### src/rtl/dpot_pkg.sv
package dpot_pkg;
  localparam int CMD_W = 4;

  typedef enum logic [CMD_W-1:0] {
    CMD_NOP      = 4'h0,
    CMD_RECALL   = 4'h1,
    CMD_SAVE     = 4'h2,
    CMD_NV_WRITE = 4'h3,
    CMD_HALF_ONE = 4'h4,
    CMD_HALF_ALL = 4'h5,
    CMD_DEC_ONE  = 4'h6,
    CMD_DEC_ALL  = 4'h7,
    CMD_RELOAD   = 4'h8,
    CMD_RD_NV    = 4'h9,
    CMD_RD_WIPER = 4'hA,
    CMD_WR_WIPER = 4'hB,
    CMD_DBL_ONE  = 4'hC,
    CMD_DBL_ALL  = 4'hD,
    CMD_INC_ONE  = 4'hE,
    CMD_INC_ALL  = 4'hF
  } cmd_e;

  typedef enum logic [1:0] {
    S_LOAD_RD,
    S_LOAD_WR,
    S_IDLE,
    S_APPLY
  } exec_state_e;
endpackage

### src/rtl/dpot_nvmem.sv
module dpot_nvmem #(
  parameter int AW = 4,
  parameter int DW = 8,
  parameter logic [DW-1:0] INIT = 8'h80
) (
  input  logic          clk,
  input  logic          we,
  input  logic [AW-1:0] addr,
  input  logic [DW-1:0] wdata,
  output logic [DW-1:0] rdata
);
  localparam int DEPTH = 1 << AW;

  logic [DW-1:0] mem [DEPTH];

  initial begin
    for (int i = 0; i < DEPTH; i++) mem[i] = INIT;
  end

  always_ff @(posedge clk) begin
    if (we) mem[addr] <= wdata;
    rdata <= mem[addr];
  end
endmodule

### src/rtl/dpot_spi_front.sv
module dpot_spi_front #(
  parameter int FRAME_W = 16,
  parameter int DATA_W  = 8
) (
  input  logic               clk,
  input  logic               rst,
  input  logic               cs_n,
  input  logic               sclk,
  input  logic               mosi,
  input  logic               rb_load,
  input  logic [DATA_W-1:0]  rb_byte,
  output logic               frame_valid,
  output logic [FRAME_W-1:0] frame_word,
  output logic               miso,
  output logic               miso_oe
);
  localparam int CNT_W = $clog2(FRAME_W + 2);
  localparam logic [CNT_W-1:0] CNT_FULL = CNT_W'(FRAME_W);
  localparam logic [CNT_W-1:0] CNT_SAT  = CNT_W'(FRAME_W + 1);

  logic [1:0]         cs_sync, sclk_sync, mosi_sync;
  logic               cs_d, sclk_d;
  logic               cs_s, sclk_s, mosi_s;
  logic               cs_fall, cs_rise, sclk_rise, sclk_fall;
  logic [FRAME_W-1:0] shreg;
  logic [CNT_W-1:0]   bit_cnt;

  assign cs_s      = cs_sync[1];
  assign sclk_s    = sclk_sync[1];
  assign mosi_s    = mosi_sync[1];
  assign cs_fall   = cs_d & ~cs_s;
  assign cs_rise   = ~cs_d & cs_s;
  assign sclk_rise = sclk_s & ~sclk_d & ~cs_s;
  assign sclk_fall = ~sclk_s & sclk_d & ~cs_s;

  always_ff @(posedge clk) begin
    if (rst) begin
      cs_sync     <= 2'b11;
      sclk_sync   <= 2'b00;
      mosi_sync   <= 2'b00;
      cs_d        <= 1'b1;
      sclk_d      <= 1'b0;
      shreg       <= '0;
      bit_cnt     <= '0;
      frame_valid <= 1'b0;
      frame_word  <= '0;
      miso        <= 1'b0;
      miso_oe     <= 1'b0;
    end else begin
      cs_sync     <= {cs_sync[0], cs_n};
      sclk_sync   <= {sclk_sync[0], sclk};
      mosi_sync   <= {mosi_sync[0], mosi};
      cs_d        <= cs_s;
      sclk_d      <= sclk_s;
      miso_oe     <= ~cs_s;
      frame_valid <= cs_rise && (bit_cnt == CNT_FULL);
      if (cs_rise) frame_word <= shreg;

      if (cs_fall) bit_cnt <= '0;
      else if (sclk_rise && bit_cnt != CNT_SAT) bit_cnt <= bit_cnt + 1'b1;

      if (sclk_rise) shreg <= {shreg[FRAME_W-2:0], mosi_s};
      else if (rb_load) shreg[DATA_W-1:0] <= rb_byte;

      if (cs_fall || sclk_fall) miso <= shreg[FRAME_W-1];
    end
  end


  oe_off_at_exec_chk: assert property (@(posedge clk) disable iff (rst)
    frame_valid |-> !miso_oe)
    else $error("data out driven while a frame is handed over");


  miso_hold_chk: assert property (@(posedge clk) disable iff (rst)
    !(sclk_fall || cs_fall) |=> $stable(miso))
    else $error("data out moved away from a falling serial edge");
endmodule

### src/rtl/dpot_exec.sv
module dpot_exec
  import dpot_pkg::*;
#(
  parameter int NW          = 2,
  parameter int DW          = 8,
  parameter int AW          = 4,
  parameter int BUSY_CYCLES = 64,
  parameter int FRAME_W     = CMD_W + AW + DW
) (
  input  logic                clk,
  input  logic                rst,
  input  logic                frame_valid,
  input  logic [FRAME_W-1:0]  frame_word,
  output logic [AW-1:0]       mem_addr,
  output logic                mem_we,
  output logic [DW-1:0]       mem_wdata,
  input  logic [DW-1:0]       mem_rdata,
  output logic [NW-1:0][DW-1:0] wiper,
  output logic                nv_busy,
  output logic                recall_mode,
  output logic                rb_load,
  output logic [DW-1:0]       rb_byte
);
  localparam int SEL_W  = (NW > 1) ? $clog2(NW) : 1;
  localparam int BUSY_W = $clog2(BUSY_CYCLES + 1);
  localparam logic [SEL_W-1:0] LAST_IDX = SEL_W'(NW - 1);

  exec_state_e       state;
  cmd_e              cmd_q, f_cmd;
  logic [AW-1:0]     addr_q, f_addr;
  logic [DW-1:0]     data_q;
  logic [SEL_W-1:0]  sel_q, f_sel, idx;
  logic [BUSY_W-1:0] busy_cnt;
  logic              accept, all_q;

  assign f_cmd  = cmd_e'(frame_word[FRAME_W-1 -: CMD_W]);
  assign f_addr = frame_word[DW +: AW];
  assign f_sel  = f_addr[SEL_W-1:0];
  assign accept = (state == S_IDLE) && frame_valid && !nv_busy;
  assign all_q  = (cmd_q == CMD_HALF_ALL) || (cmd_q == CMD_DEC_ALL) ||
                  (cmd_q == CMD_DBL_ALL)  || (cmd_q == CMD_INC_ALL);

  function automatic logic [DW-1:0] adjust(input logic [DW-1:0] v, input cmd_e op);
    case (op)
      CMD_HALF_ONE, CMD_HALF_ALL: adjust = v >> 1;
      CMD_DEC_ONE,  CMD_DEC_ALL:  adjust = (v == '0) ? v : v - 1'b1;
      CMD_DBL_ONE,  CMD_DBL_ALL:  adjust = v[DW-1] ? '1 : {v[DW-2:0], 1'b0};
      CMD_INC_ONE,  CMD_INC_ALL:  adjust = (&v) ? v : v + 1'b1;
      default:                    adjust = v;
    endcase
  endfunction

  always_comb begin
    case (state)
      S_LOAD_RD: mem_addr = AW'(idx);
      S_IDLE:    mem_addr = (f_cmd == CMD_RECALL) ? AW'(f_sel) : f_addr;
      S_APPLY:   mem_addr = (cmd_q == CMD_SAVE) ? AW'(sel_q) : addr_q;
      default:   mem_addr = '0;
    endcase
  end

  assign mem_we    = (state == S_APPLY) && (cmd_q == CMD_SAVE || cmd_q == CMD_NV_WRITE);
  assign mem_wdata = (cmd_q == CMD_SAVE) ? wiper[sel_q] : data_q;

  always_ff @(posedge clk) begin
    if (rst) begin
      state       <= S_LOAD_RD;
      idx         <= '0;
      wiper       <= '0;
      cmd_q       <= CMD_NOP;
      addr_q      <= '0;
      data_q      <= '0;
      sel_q       <= '0;
      busy_cnt    <= '0;
      nv_busy     <= 1'b0;
      recall_mode <= 1'b0;
      rb_load     <= 1'b0;
      rb_byte     <= '0;
    end else begin
      rb_load <= 1'b0;

      if (mem_we) begin
        busy_cnt <= BUSY_W'(BUSY_CYCLES);
        nv_busy  <= 1'b1;
      end else if (busy_cnt != '0) begin
        busy_cnt <= busy_cnt - 1'b1;
        nv_busy  <= (busy_cnt != BUSY_W'(1));
      end

      case (state)
        S_LOAD_RD: state <= S_LOAD_WR;
        S_LOAD_WR: begin
          wiper[idx] <= mem_rdata;
          if (idx == LAST_IDX) state <= S_IDLE;
          else begin
            idx   <= idx + 1'b1;
            state <= S_LOAD_RD;
          end
        end
        S_IDLE: begin
          if (accept) begin
            cmd_q  <= f_cmd;
            addr_q <= f_addr;
            data_q <= frame_word[DW-1:0];
            sel_q  <= f_sel;
            if (f_cmd == CMD_RELOAD) begin
              idx   <= '0;
              state <= S_LOAD_RD;
            end else begin
              state <= S_APPLY;
            end
          end
        end
        S_APPLY: begin
          state <= S_IDLE;
          case (cmd_q)
            CMD_NOP:      recall_mode <= 1'b0;
            CMD_RECALL: begin
              wiper[sel_q] <= mem_rdata;
              recall_mode  <= 1'b1;
            end
            CMD_RD_NV: begin
              rb_load <= 1'b1;
              rb_byte <= mem_rdata;
            end
            CMD_RD_WIPER: begin
              rb_load <= 1'b1;
              rb_byte <= wiper[sel_q];
            end
            CMD_WR_WIPER: wiper[sel_q] <= data_q;
            CMD_HALF_ONE, CMD_HALF_ALL, CMD_DEC_ONE, CMD_DEC_ALL,
            CMD_DBL_ONE, CMD_DBL_ALL, CMD_INC_ONE, CMD_INC_ALL: begin
              for (int i = 0; i < NW; i++) begin
                if (all_q || SEL_W'(i) == sel_q) wiper[i] <= adjust(wiper[i], cmd_q);
              end
            end
            default: ;
          endcase
        end
        default: state <= S_IDLE;
      endcase
    end
  end


  busy_drop_chk: assert property (@(posedge clk) disable iff (rst)
    (state == S_IDLE && frame_valid && nv_busy) |=> (state == S_IDLE))
    else $error("frame acted on while storage busy");


  busy_hold_chk: assert property (@(posedge clk) disable iff (rst)
    (busy_cnt > BUSY_W'(1)) |=> nv_busy)
    else $error("busy flag dropped early");


  restore_first_chk: assert property (@(posedge clk) disable iff (rst)
    $past(rst) |-> (state == S_LOAD_RD))
    else $error("reset did not start the wiper restore");


  readback_src_chk: assert property (@(posedge clk) disable iff (rst)
    rb_load |-> ($past(state) == S_APPLY))
    else $error("readback load outside command execution");
endmodule

### src/rtl/dpot_ctrl.sv
module dpot_ctrl
  import dpot_pkg::*;
#(
  parameter int NUM_WIPERS     = 2,
  parameter int DATA_W         = 8,
  parameter int ADDR_W         = 4,
  parameter int NV_BUSY_CYCLES = 64,
  parameter logic [DATA_W-1:0] NV_INIT = 8'h80
) (
  input  logic                               clk,
  input  logic                               rst,
  input  logic                               cs_n,
  input  logic                               sclk,
  input  logic                               mosi,
  output logic                               miso,
  output logic                               miso_oe,
  output logic [NUM_WIPERS-1:0][DATA_W-1:0]  wiper,
  output logic                               nv_busy,
  output logic                               recall_mode
);
  localparam int FRAME_W = CMD_W + ADDR_W + DATA_W;

  logic               frame_valid, rb_load, mem_we;
  logic [FRAME_W-1:0] frame_word;
  logic [DATA_W-1:0]  rb_byte, mem_wdata, mem_rdata;
  logic [ADDR_W-1:0]  mem_addr;

  dpot_spi_front #(.FRAME_W(FRAME_W), .DATA_W(DATA_W)) u_front (
    .clk(clk), .rst(rst), .cs_n(cs_n), .sclk(sclk), .mosi(mosi),
    .rb_load(rb_load), .rb_byte(rb_byte),
    .frame_valid(frame_valid), .frame_word(frame_word),
    .miso(miso), .miso_oe(miso_oe)
  );

  dpot_exec #(
    .NW(NUM_WIPERS), .DW(DATA_W), .AW(ADDR_W),
    .BUSY_CYCLES(NV_BUSY_CYCLES), .FRAME_W(FRAME_W)
  ) u_exec (
    .clk(clk), .rst(rst), .frame_valid(frame_valid), .frame_word(frame_word),
    .mem_addr(mem_addr), .mem_we(mem_we), .mem_wdata(mem_wdata), .mem_rdata(mem_rdata),
    .wiper(wiper), .nv_busy(nv_busy), .recall_mode(recall_mode),
    .rb_load(rb_load), .rb_byte(rb_byte)
  );

  dpot_nvmem #(.AW(ADDR_W), .DW(DATA_W), .INIT(NV_INIT)) u_nv (
    .clk(clk), .we(mem_we), .addr(mem_addr), .wdata(mem_wdata), .rdata(mem_rdata)
  );
endmodule

### config.mk
export PLATFORM = sky130hd
export DESIGN_NAME = dpot_ctrl
export DESIGN_NICKNAME = d
export VERILOG_FILES = /design/src/rtl/dpot_pkg.sv /design/src/rtl/dpot_nvmem.sv /design/src/rtl/dpot_spi_front.sv /design/src/rtl/dpot_exec.sv /design/src/rtl/dpot_ctrl.sv
export SDC_FILE = /design/constraint.sdc
export NUM_CORES = 1
export LEC_CHECK = 0
export BUFFER_PORTS_ARGS = -buffer_cell sky130_fd_sc_hd__buf_2
export CAP_MARGIN = 5
export CORE_MARGIN = 8
export CORE_UTILIZATION = 65
export DETAILED_ROUTE_END_ITERATION = 10
export GPL_TIMING_DRIVEN = 1
export HOLD_SLACK_MARGIN = 0.15
export PLACE_DENSITY_LB_ADDON = 0.25
export SYNTH_ARGS = -nofsm -noshare
export SYNTH_HDL_FRONTEND = slang
export SYNTH_SLANG_ARGS = --single-unit
### constraint.sdc
create_clock -name clk -period 7.77 [get_ports clk]
set_input_delay 2.331 -clock clk [delete_from_list [all_inputs] [get_ports clk]]
set_output_delay 2.331 -clock clk [all_outputs]
set_load 0.01 [all_outputs]
==> run summary, run 1 <==
area occupied by multi-input gates = 4310 um2
reg2reg setup slack = 3580 ps
Via density = 6.57
maxcap violations = 0
TritonCTS buffer count = 23
Avg WL per Cell = 20.7 um
Routed Antenna Nets = 0
Clk pin slew, worst setup/hold paths = 60 ps
status = finished, final reports clean
crit start category = flop
Cell Pwr Density = 231 nW/um2
drt first pass iters = 7
setup violators final = 0
drt initial violations = 1335
setup_tns = 0 ps
EDFF count, synth = 128
Async SR Flop Fraction = 0%
worst flop-to-flop path endpoint = u_nv.mem[12][4]
Reg2Reg Depth = 5
Crit Path Class = flop to flop
Post-CTS Resized = 0
largest net degree at the start of global routing = 96
All-Layer GR Usage = 25.2%
gpl congestion = 0.954
Mapped Nets = 1059
CP Max Fanout = 32
CTS root buf = clkbuf_16
syn avg cell area = 10.3 um2
n_diodes = 0
Synth area leaders = edfxtp_1 (36%), dfxtp_1 (20%), nand2_1 (5.0%), a21oi_1 (3.8%), nor2_1 (3.7%)
Synth-to-Final Area Change = 8.41%
area share of the largest cell type after synthesis = 35.9%
most frequent cells after synthesis = nand2_1 (142), edfxtp_1 (128), dfxtp_1 (109)
arrival time at the worst endpoint = 4330 ps
via count = 8262
Final min period = 4190 ps
most frequent cell after synthesis = nand2_1
library cells used by synthesis = 59
worst-skew pair later-pin latency = 520 ps
Syn Inst Count = 1042
die area = 20800 um2
Max Slew Vio Count = 0
standard-cell row count = 47
initial core utilization = 65.5%
register area = 6030 um2
I/O pin total = 25
Final Hold Vio Count = 0
f_max = 239 MHz
CP startpoint = u_exec.cmd_q[1]
leakage power = 3.96 nW
share of cells above drive strength 1 = 11.7%
Sink Count = 237
Hold Buf Count CTS = 0
WP data required = 7920 ps
placed cells = 1216
port bufs = 24
Synth area leader = edfxtp_1
Worst-Margin Slew = 1150 ps
core area = 16300 um2
RSZ-0062 raised after global routing = no
Seq cells post-synth = 237
crit end category = flop
Die X = 144 um
vias in the first global route = 7618
Rel. slew slack = 22.5%
Synth Cell Area = 10700 um2
Worst Hold Class = flop to flop
DRT Wirelength = 26.0 mm
worst clock skew = 20.9 ps
Final HPWL DP = 16.6 mm
Critical R2R Launch = u_exec.cmd_q[1]
fin nets = 1038
Tcrit/Tclk final = 53.9%
Fill cells = 1209
Die H = 144 um
post-synthesis sequential area ratio = 56.2%
Synth warnings = 0
critical path capture point = u_nv.mem[12][4]
Setup Fix Bufs, Post-CTS = 0
dominant synthesized flop cell = edfxtp_1
Peak VDD IR = 0.000162 V
initial antenna violation count = 0
gr ovfl total = 0
Non-Filler Instances = 1258
CTS tree = built
first-pass GRT wire length = 41.1 mm
# DRC = 0
Clock Path Buffers = 3
CTS H-tree depth = 1
-- cells by family after synthesis --
group,after synthesis,share of synthesized area (%)
DFF,237,56.2
buffers and inverters,102,3.72
xor gates and xnor gates,19,1.55
AOI/OAI and AO/OA,248,15.5
muxes,65,6.45
adders and majority gates,12,1.40
and+or+nand+nor,359,15.2
-- worst max-delay path, stage by stage (launching register included) --
cell,delay (ps)
dfxtp_1,970
or4b_4,700
a32oi_2,390
a21o_1,850
nand2_1,320
nor2_1,590
-- metal layers --
metal / wire length [um] / vias to the layer above / GRT usage, %
li1: - / 3789 / -
met1: 10700 / 3913 / 34.7
met2: 11900 / 490 / 39.5
met3: 2730 / 70 / 4.39
met4: 763 / 0 / 8.87
met5: 0 / - / 0
-- through the flow --
stage	cell area, um2	utilization, %	hold slack (ps)	total power [W]	setup slack [ps]
global placement	10900	66.6	392	0.00164	3830
global route	11600	71.1	432	0.00278	3380
CTS	11600	71.1	410	0.00269	3670
detailed placement	10900	66.6	396	0.00164	3680
floorplan	10700	-	389	0.00158	4710
finish	11600	71.1	409	0.00269	3580
-- placed cells by master, fill, tap and decap left out, drive strengths merged, types with 4 or more instances in the layout --
| cell | synthesis | final |
|---|---|---|
| nor2 | 106 | 106 |
| o21ai | 36 | 36 |
| nand2 | 142 | 142 |
| or2 | 5 | 5 |
| a31oi | 5 | 5 |
| nand2b | 5 | 5 |
| inv | 21 | 23 |
| dfxtp | 109 | 109 |
| o22ai | 17 | 17 |
| and2 | 5 | 5 |
| a222oi | 24 | 24 |
| a211oi | 19 | 19 |
| mux2 | 32 | 32 |
| clkinv | 0 | 8 |
| nor3 | 22 | 22 |
| mux2i | 33 | 33 |
| a21o | 4 | 4 |
| nor2b | 8 | 8 |
| a21oi | 82 | 82 |
| clkbuf | 69 | 31 |
| or3 | 11 | 11 |
| xor2 | 7 | 7 |
| nor3b | 4 | 4 |
| and3 | 6 | 6 |
| nand4 | 6 | 6 |
| xnor2 | 12 | 12 |
| o221ai | 8 | 8 |
| nand3 | 20 | 20 |
| ha | 12 | 12 |
| buf | 12 | 35 |
| edfxtp | 128 | 128 |
| a22oi | 14 | 14 |
| a32oi | 4 | 4 |
| or4 | 6 | 6 |
| a221oi | 6 | 6 |
| o211ai | 4 | 4 |
-- flip-flops by register name, summed over array words and instances, names as in the netlist, 2 cells and up --
name,cells
u_nv.rdata,8
u_exec.state,2
u_front.frame_word,16
u_front.bit_cnt,5
u_front.sclk_sync,2
u_exec.busy_cnt,7
u_exec.data_q,8
u_front.shreg,16
u_exec.cmd_q,4
u_exec.rb_byte,8
u_nv.mem,128
u_exec.wiper,16
u_front.mosi_sync,2
u_front.cs_sync,2
u_exec.addr_q,4
-- final cells by class --
cell class,count,share of cell area [%]
well taps,220,2.37
flip-flops and latches,237,51.9
clock inverters,11,0.732
clock buffers,31,5.47
inverters,21,0.679
repair buffers,35,1.74
multi-input cells,703,37.1
-- worst min path at each step --
stage / slack, ps / from / end / cells past startpoint
floorplan: 390 / u_front.cs_sync[0] / u_front.cs_sync[1] / 1
global placement: 390 / u_front.cs_sync[0] / u_front.cs_sync[1] / 1
detailed placement: 400 / u_front.cs_sync[0] / u_front.cs_sync[1] / 1
CTS: 410 / u_front.cs_sync[0] / u_front.cs_sync[1] / 1
global route: 430 / u_front.cs_sync[0] / u_front.cs_sync[1] / 1
finish: 410 / u_front.cs_sync[0] / u_front.cs_sync[1] / 1
-- power by group --
part           total (W)  switching [W]  leakage, nW  internal (W)
Clock            0.00106       0.000455        0.361      0.000609
Sequential       0.00138      0.0000478         2.07       0.00134
Combinational   0.000240       0.000139         1.53      0.000101
No activity file was read; power rests on OpenSTA's default activity.
==> inputs of run 2 (changes only) <==
- CORE_UTILIZATION: 65 -> 62
- clock period: 7.77 -> 3.9 ns (I/O delays scaled with it)
==> run 2 against run 1 <==
Compared with the run above: final cell count up 1.7%; via count up 0.39%; core utilization down 2.2 points; first-iteration DRC count down 17%; global-route usage down 1.3 points; hold slack better by 1.4 ps; setup slack worse by 2900 ps; wire length up 3.6%.
==> run summary, run 2 (synthesized netlist as in run 1, its figures left out) <==
WP data required = 4280 ps (-3640 ps)
share of cells above drive strength 1 = 13.1% (+1.4 points)
Int Pwr = 0.00410 W (+100%)
gr ovfl total = 0 (unchanged)
die area = 21700 um2 (+4.3%)
standard-cell row count = 48 (+2.1%)
Final Hold Vio Count = 0 (unchanged)
HP Start = u_front.cs_sync[0]
Setup Fix Bufs, Post-CTS = 0 (unchanged)
CTS root buf = clkbuf_16
initial antenna violation count = 0 (unchanged)
crit start category = flop
# DRC = 0 (unchanged)
maxcap violations = 0 (unchanged)
Sw Ratio = 24.1% (+0.19 points)
Critical R2R Launch = u_exec.state[0]
f_max = 313 MHz (+31%)
Post-CTS Resized = 0 (unchanged)
crit end category = flop
DP Area = 11000 um2 (+1.1%)
design area = 11800 um2 (+1.4%)
Die X = 147 um (+2.1%)
cell mode on critical path = a222oi_1
worst hold path depth = 1 (unchanged)
DRT Wirelength = 26.9 mm (+3.6%)
CP startpoint = u_exec.state[0]
worst-skew pair later-pin latency = 510 ps (about the same)
Rel. slew slack = 29.1% (+6.5 points)
worst clock skew = 10.5 ps (-10.4 ps)
CP Max Fanout = 21 (-34%)
dpl ws = 787 ps (-2890 ps)
Avg WL per Cell = 21.1 um (+1.8%)
initial core utilization = 62.6% (-2.9 points)
Routed Antenna Nets = 0 (unchanged)
hold slack = 411 ps (+1.40 ps)
combinational group share of total power = 8.7% (-0.2 points)
port bufs = 24 (unchanged)
Sink Count = 237 (unchanged)
Worst-Margin Slew = 1060 ps (-93.3 ps)
gpl congestion = 0.926 (-3.0%)
post-route worst setup slack = 707 ps (-2880 ps)
Final HPWL DP = 17.9 mm (+7.8%)
Cell Pwr Density = 458 nW/um2 (+98%)
Tcrit/Tclk final = 81.9% (+28 points)
Synth-to-Final Area Change = 9.91%
Max Slew Vio Count = 0 (unchanged)
biggest cell delay along the critical path = 760 ps (-210 ps)
fin nets = 1054 (+1.5%)
most frequent cells in the layout = nand2_1 (142), edfxtp_1 (128), dfxtp_1 (109)
core area = 17100 um2 (+4.7%)
max FFs per register = 128 (unchanged)
Final min period = 3190 ps (-994 ps)
CTS H-tree depth = 1 (unchanged)
commonest non-fill, non-tap cell in the layout = nand2_1
drt initial violations = 1113 (-17%)
drt first pass iters = 8 (+1)
vias in the first global route = 7526 (-1.2%)
Via density = 6.48 (-1.3%)
first-pass GRT wire length = 41.6 mm (+1.2%)
leakage power = 4.06 nW (+2.4%)
CTS tree = built
All-Layer GR Usage = 23.9% (-1.3 points)
Hold Buf Count CTS = 0 (unchanged)
largest net degree at the start of global routing = 54 (-44%)
sequential share of power = 51.0% (-0.5 points)
TritonCTS buffer count = 24 (+4.3%)
Crit path depth = 8 (+3)
NetSw = 0.00130 W (+100%)
Peak VDD IR = 0.000342 V (+110%)
I/O pin total = 25 (unchanged)
largest register by flop count = u_nv.mem
Max stage delay cell, worst path = a222oi_1
setup_tns = 0 ps (unchanged)
arrival time at the worst endpoint = 3570 ps (-760 ps)
critical-path cell list = inv_1 > ha_1 > a222oi_1 > nor2_2 > buf_4 > a222oi_1 > o22ai_1 > or3_1
Crit Path Class = flop to flop
Reg2Reg Depth = 8 (+3)
via count = 8294 (+0.39%)
Clk pwr share = 40.3% (+0.7 points)
RSZ-0062 raised after global routing = no
setup violators final = 0 (unchanged)
n_diodes = 0 (unchanged)
Worst Path Buf+Inv = 2 (+2)
cell family with most CP delay = compound AO/OA/AOI/OAI gates
status = finished, final reports clean
Worst Hold Class = flop to flop
Layout Utilization = 68.8% (-2.2 points)
Die H = 147 um (+2.1%)
Clock Path Buffers = 3 (unchanged)
Clk pin slew, worst setup/hold paths = 60 ps (about the same)
run 2: cell count changes in the layout (fill, tap and decap cells not counted), moves of 2 or more:
| cell | previous run | this run |
|---|---|---|
| buf_4 | 11 | 25 |
| o21ai_1 | 3 | 7 |
| clkbuf_16 | 23 | 25 |
| clkinvlp_4 | 0 | 2 |
| inv_6 | 2 | 0 |
| clkinv_2 | 6 | 9 |
| clkbuf_1 | 5 | 1 |
| o21ai_2 | 4 | 0 |
run 2: through the flow:
step                      instances  power (W)
after floorplan                1042    0.00315
after global placement         1236    0.00326
after detailed placement       1236    0.00327
after CTS                      1280    0.00542
after global routing           1280    0.00557
final                          1280    0.00540
run 2: per-layer routing:
layer  part of all wire, %  global-route usage [%]
met2                    44                    36.1
met5                     0                       0
met1                    42                    32.9
met4                   3.3                    8.92
met3                    11                    5.50
run 2: final timing paths:
path / end / slack [ps]
min reg2reg: u_front.cs_sync[1] / 410
min: u_front.cs_sync[1] / 410
max: u_nv.rdata[6] / 710
max reg2reg: u_nv.rdata[6] / 710
run 2: cell type report:
cell class	count	area, um2
sequential	237	6030
fill	1274	5340
multi-input combinational	703	4300
clock buffer	29	671
timing repair buffer	50	328
tap	225	282
clock inverter	15	95.1
inverter	21	78.8
run 2: power groups by stage:
stage,logic (W),registers [W],clock network [W]
finish,0.000469,0.00276,0.00217
global route,0.000522,0.00276,0.00229
CTS,0.000466,0.00275,0.00220
detailed placement,0.000463,0.00281,0
global placement,0.000454,0.00281,0
floorplan,0.000383,0.00276,0
==> inputs of run 3 (changes only) <==
- CORE_UTILIZATION: 62 -> 56
- clock period: 3.9 -> 2.6 ns (I/O delays scaled with it)
==> run 3 against run 2 <==
Compared with the run above: the flow now finishes with violations (negative setup slack); clock skew grew 3.4 ps; flip-flop and latch count is the same; first-iteration DRC count decreased by 12%; critical path depth shrank 1; core utilization fell by 2.4 points; sequential share of layout area is 2.8 points lower; critical path type unchanged; critical endpoint is now u_nv.rdata[3]; largest cell class unchanged.
==> run summary, run 3 (synthesized netlist as in run 1, its figures left out) <==
# DRC = 0 (unchanged)
WP data required = 3000 ps (-1280 ps)
standard-cell row count = 50 (+4.2%)
largest net degree at the start of global routing = 45 (-17%)
Setup Fix Bufs, Post-CTS = 0 (unchanged)
n_diodes = 0 (unchanged)
max FFs per register = 128 (unchanged)
Layout Utilization = 66.5% (-2.4 points)
DRT Wirelength = 28.4 mm (+5.2%)
Tot Pwr = 0.00823 W (+52%)
CTS root buf = clkbuf_16
status = complete, but fails checks
worst clock skew = 13.9 ps (+3.41 ps)
Sink Count = 237 (unchanged)
Tcrit/Tclk final = 103% (+21 points)
Clk pin slew, worst setup/hold paths = 60 ps (about the same)
Via density = 6.31 (-2.6%)
vias in the first global route = 7944 (+5.6%)
Peak VDD IR = 0.000464 V (+36%)
drt first pass iters = 6 (-2)
initial core utilization = 57.1% (-5.5 points)
Metal-1 WL = 11.6 mm (+2.5%)
Reg2Reg Depth = 7 (-1)
Rel. slew slack = 56.9% (+28 points)
Clock Path Buffers = 3 (unchanged)
largest register by flop count = u_nv.mem
placed cells = 1313 (+6.2%)
Synth-to-Final Area Change = 16.4%
leakage power = 4.45 nW (+9.6%)
crit start category = flop
port bufs = 24 (unchanged)
Critical R2R Launch = u_front.frame_word[13]
f_max = 374 MHz (+19%)
Worst Hold Class = flop to flop
CTS H-tree depth = 1 (unchanged)
share of cells above drive strength 1 = 19.8% (+6.8 points)
Cell Pwr Density = 660 nW/um2 (+44%)
fin nets = 1123 (+6.5%)
core area = 18800 um2 (+9.6%)
Die H = 154 um (+4.7%)
area occupied by multi-input gates = 4390 um2 (+2.2%)
worst hold path depth = 1 (unchanged)
Top Layer Used = met5
Max Slew Vio Count = 0 (unchanged)
WL met3 = 2.75 mm (-3.2%)
I/O pin total = 25 (unchanged)
Final HPWL DP = 18.9 mm (+5.3%)
commonest non-fill, non-tap cell in the layout = nand2_1
Fill cells = 1413 (+11%)
HP Start = u_front.cs_sync[0]
most frequent cells in the layout = nand2_1 (141), edfxtp_1 (128), dfxtp_1 (109)
failing checks = negative setup slack
reg2reg setup slack = -80 ps (-780 ps)
CP Max Fanout = 14 (-33%)
TritonCTS buffer count = 24 (unchanged)
worst flop-to-flop path endpoint = u_nv.rdata[3]
hold endpoint = u_front.cs_sync[1]
worst-skew pair later-pin latency = 520 ps (about the same)
setup violators final = 7 (+7)
crit end category = flop
gr ovfl total = 0 (unchanged)
All-Layer GR Usage = 23.2% (-0.66 points)
Worst-Margin Slew = 644 ps (-416 ps)
arrival time at the worst endpoint = 3070 ps (-500 ps)
Avg WL per Cell = 20.9 um (-0.84%)
drt initial violations = 976 (-12%)
Met2 Routed Length = 12.6 mm (+5.6%)
via count = 8573 (+3.4%)
RSZ-0062 raised after global routing = yes
CTS tree = built
first-pass GRT wire length = 44.3 mm (+6.6%)
gpl congestion = 0.967 (+4.4%)
Hold Buf Count CTS = 0 (unchanged)
Die X = 154 um (+4.7%)
die area = 23800 um2 (+9.5%)
post-route worst setup slack = -76.0 ps (-783 ps)
maxcap violations = 0 (unchanged)
register area = 6030 um2 (unchanged)
Crit Path Class = flop to flop
initial antenna violation count = 2 (+2)
Final Hold Vio Count = 0 (unchanged)
Non-Filler Instances = 1358 (+6.1%)
Final min period = 2680 ps (-517 ps)
Routed Antenna Nets = 0 (unchanged)
run 3: cell types whose count changed in the layout (fill, tap and decap cells not counted), sizes merged:
cell / delta
buf: +68
clkbuf: +5
clkinv: -3
clkinvlp: -2
bufinv: +1
run 3: routing by layer:
layer  up-vias  global-route usage (%)
li1       3971                       -
met1      4009                    30.6
met2       486                    35.5
met3       105                    4.85
met4         2                    12.3
met5         -                       0
run 3: worst max path at each step:
stage | startpoint | to | slack [ps]
finish | u_front.frame_word[13] | u_nv.rdata[3] | -80
global route | u_front.frame_word[13] | u_nv.rdata[2] | -160
global placement | u_front.frame_word[15] | u_nv.rdata[5] | -70
floorplan | u_exec.state[0] | u_nv.mem[10][0] | -70
CTS | u_front.frame_word[15] | u_nv.rdata[5] | -40
detailed placement | u_front.frame_word[15] | u_nv.rdata[0] | -90
run 3: layout make-up:
cell class | instances | area share [%]
sequential | 237 | 48.3
multi-input combinational | 703 | 35.2
timing repair buffer | 119 | 7.35
clock buffer | 33 | 5.50
tap | 234 | 2.35
clock inverter | 11 | 0.652
inverter | 21 | 0.632
run 3: per-stage QoR:
step	setup WS (ps)	instance area [um2]	hold WS, ps	TNS [ps]
5_1_grt	-157	12500	412	-929
2_1_floorplan	-65.3	10700	389	-3360
6_report	-76.0	12500	406	-457
3_3_place_gp	-68.3	11600	392	-201
3_5_place_dp	-87.4	11600	395	-485
4_1_cts	-43.0	12400	408	-185
run 3: worst max-delay path: stages (launching register included):
cell and delay [ps]:
dfxtp_1 310, or4b_4 580, a32o_2 360, buf_12 170
mux2_2 280, a222oi_1 340, o22ai_2 180, or3_1 320
run 3: where the power goes:
group | switching, W | internal, W
combinational | 0.000443 | 0.000344
sequential | 0.000114 | 0.00399
clock | 0.00139 | 0.00194
run 3: repair_timing:
| action | CTS | global route |
|---|---|---|
| pin swaps | 15 | 13 |
| gates cloned | 0 | 1 |
| endpoints found under the setup margin | 15 | 77 |
| resized for setup | 5 | 14 |
| hold endpoints to repair | 0 | 0 |
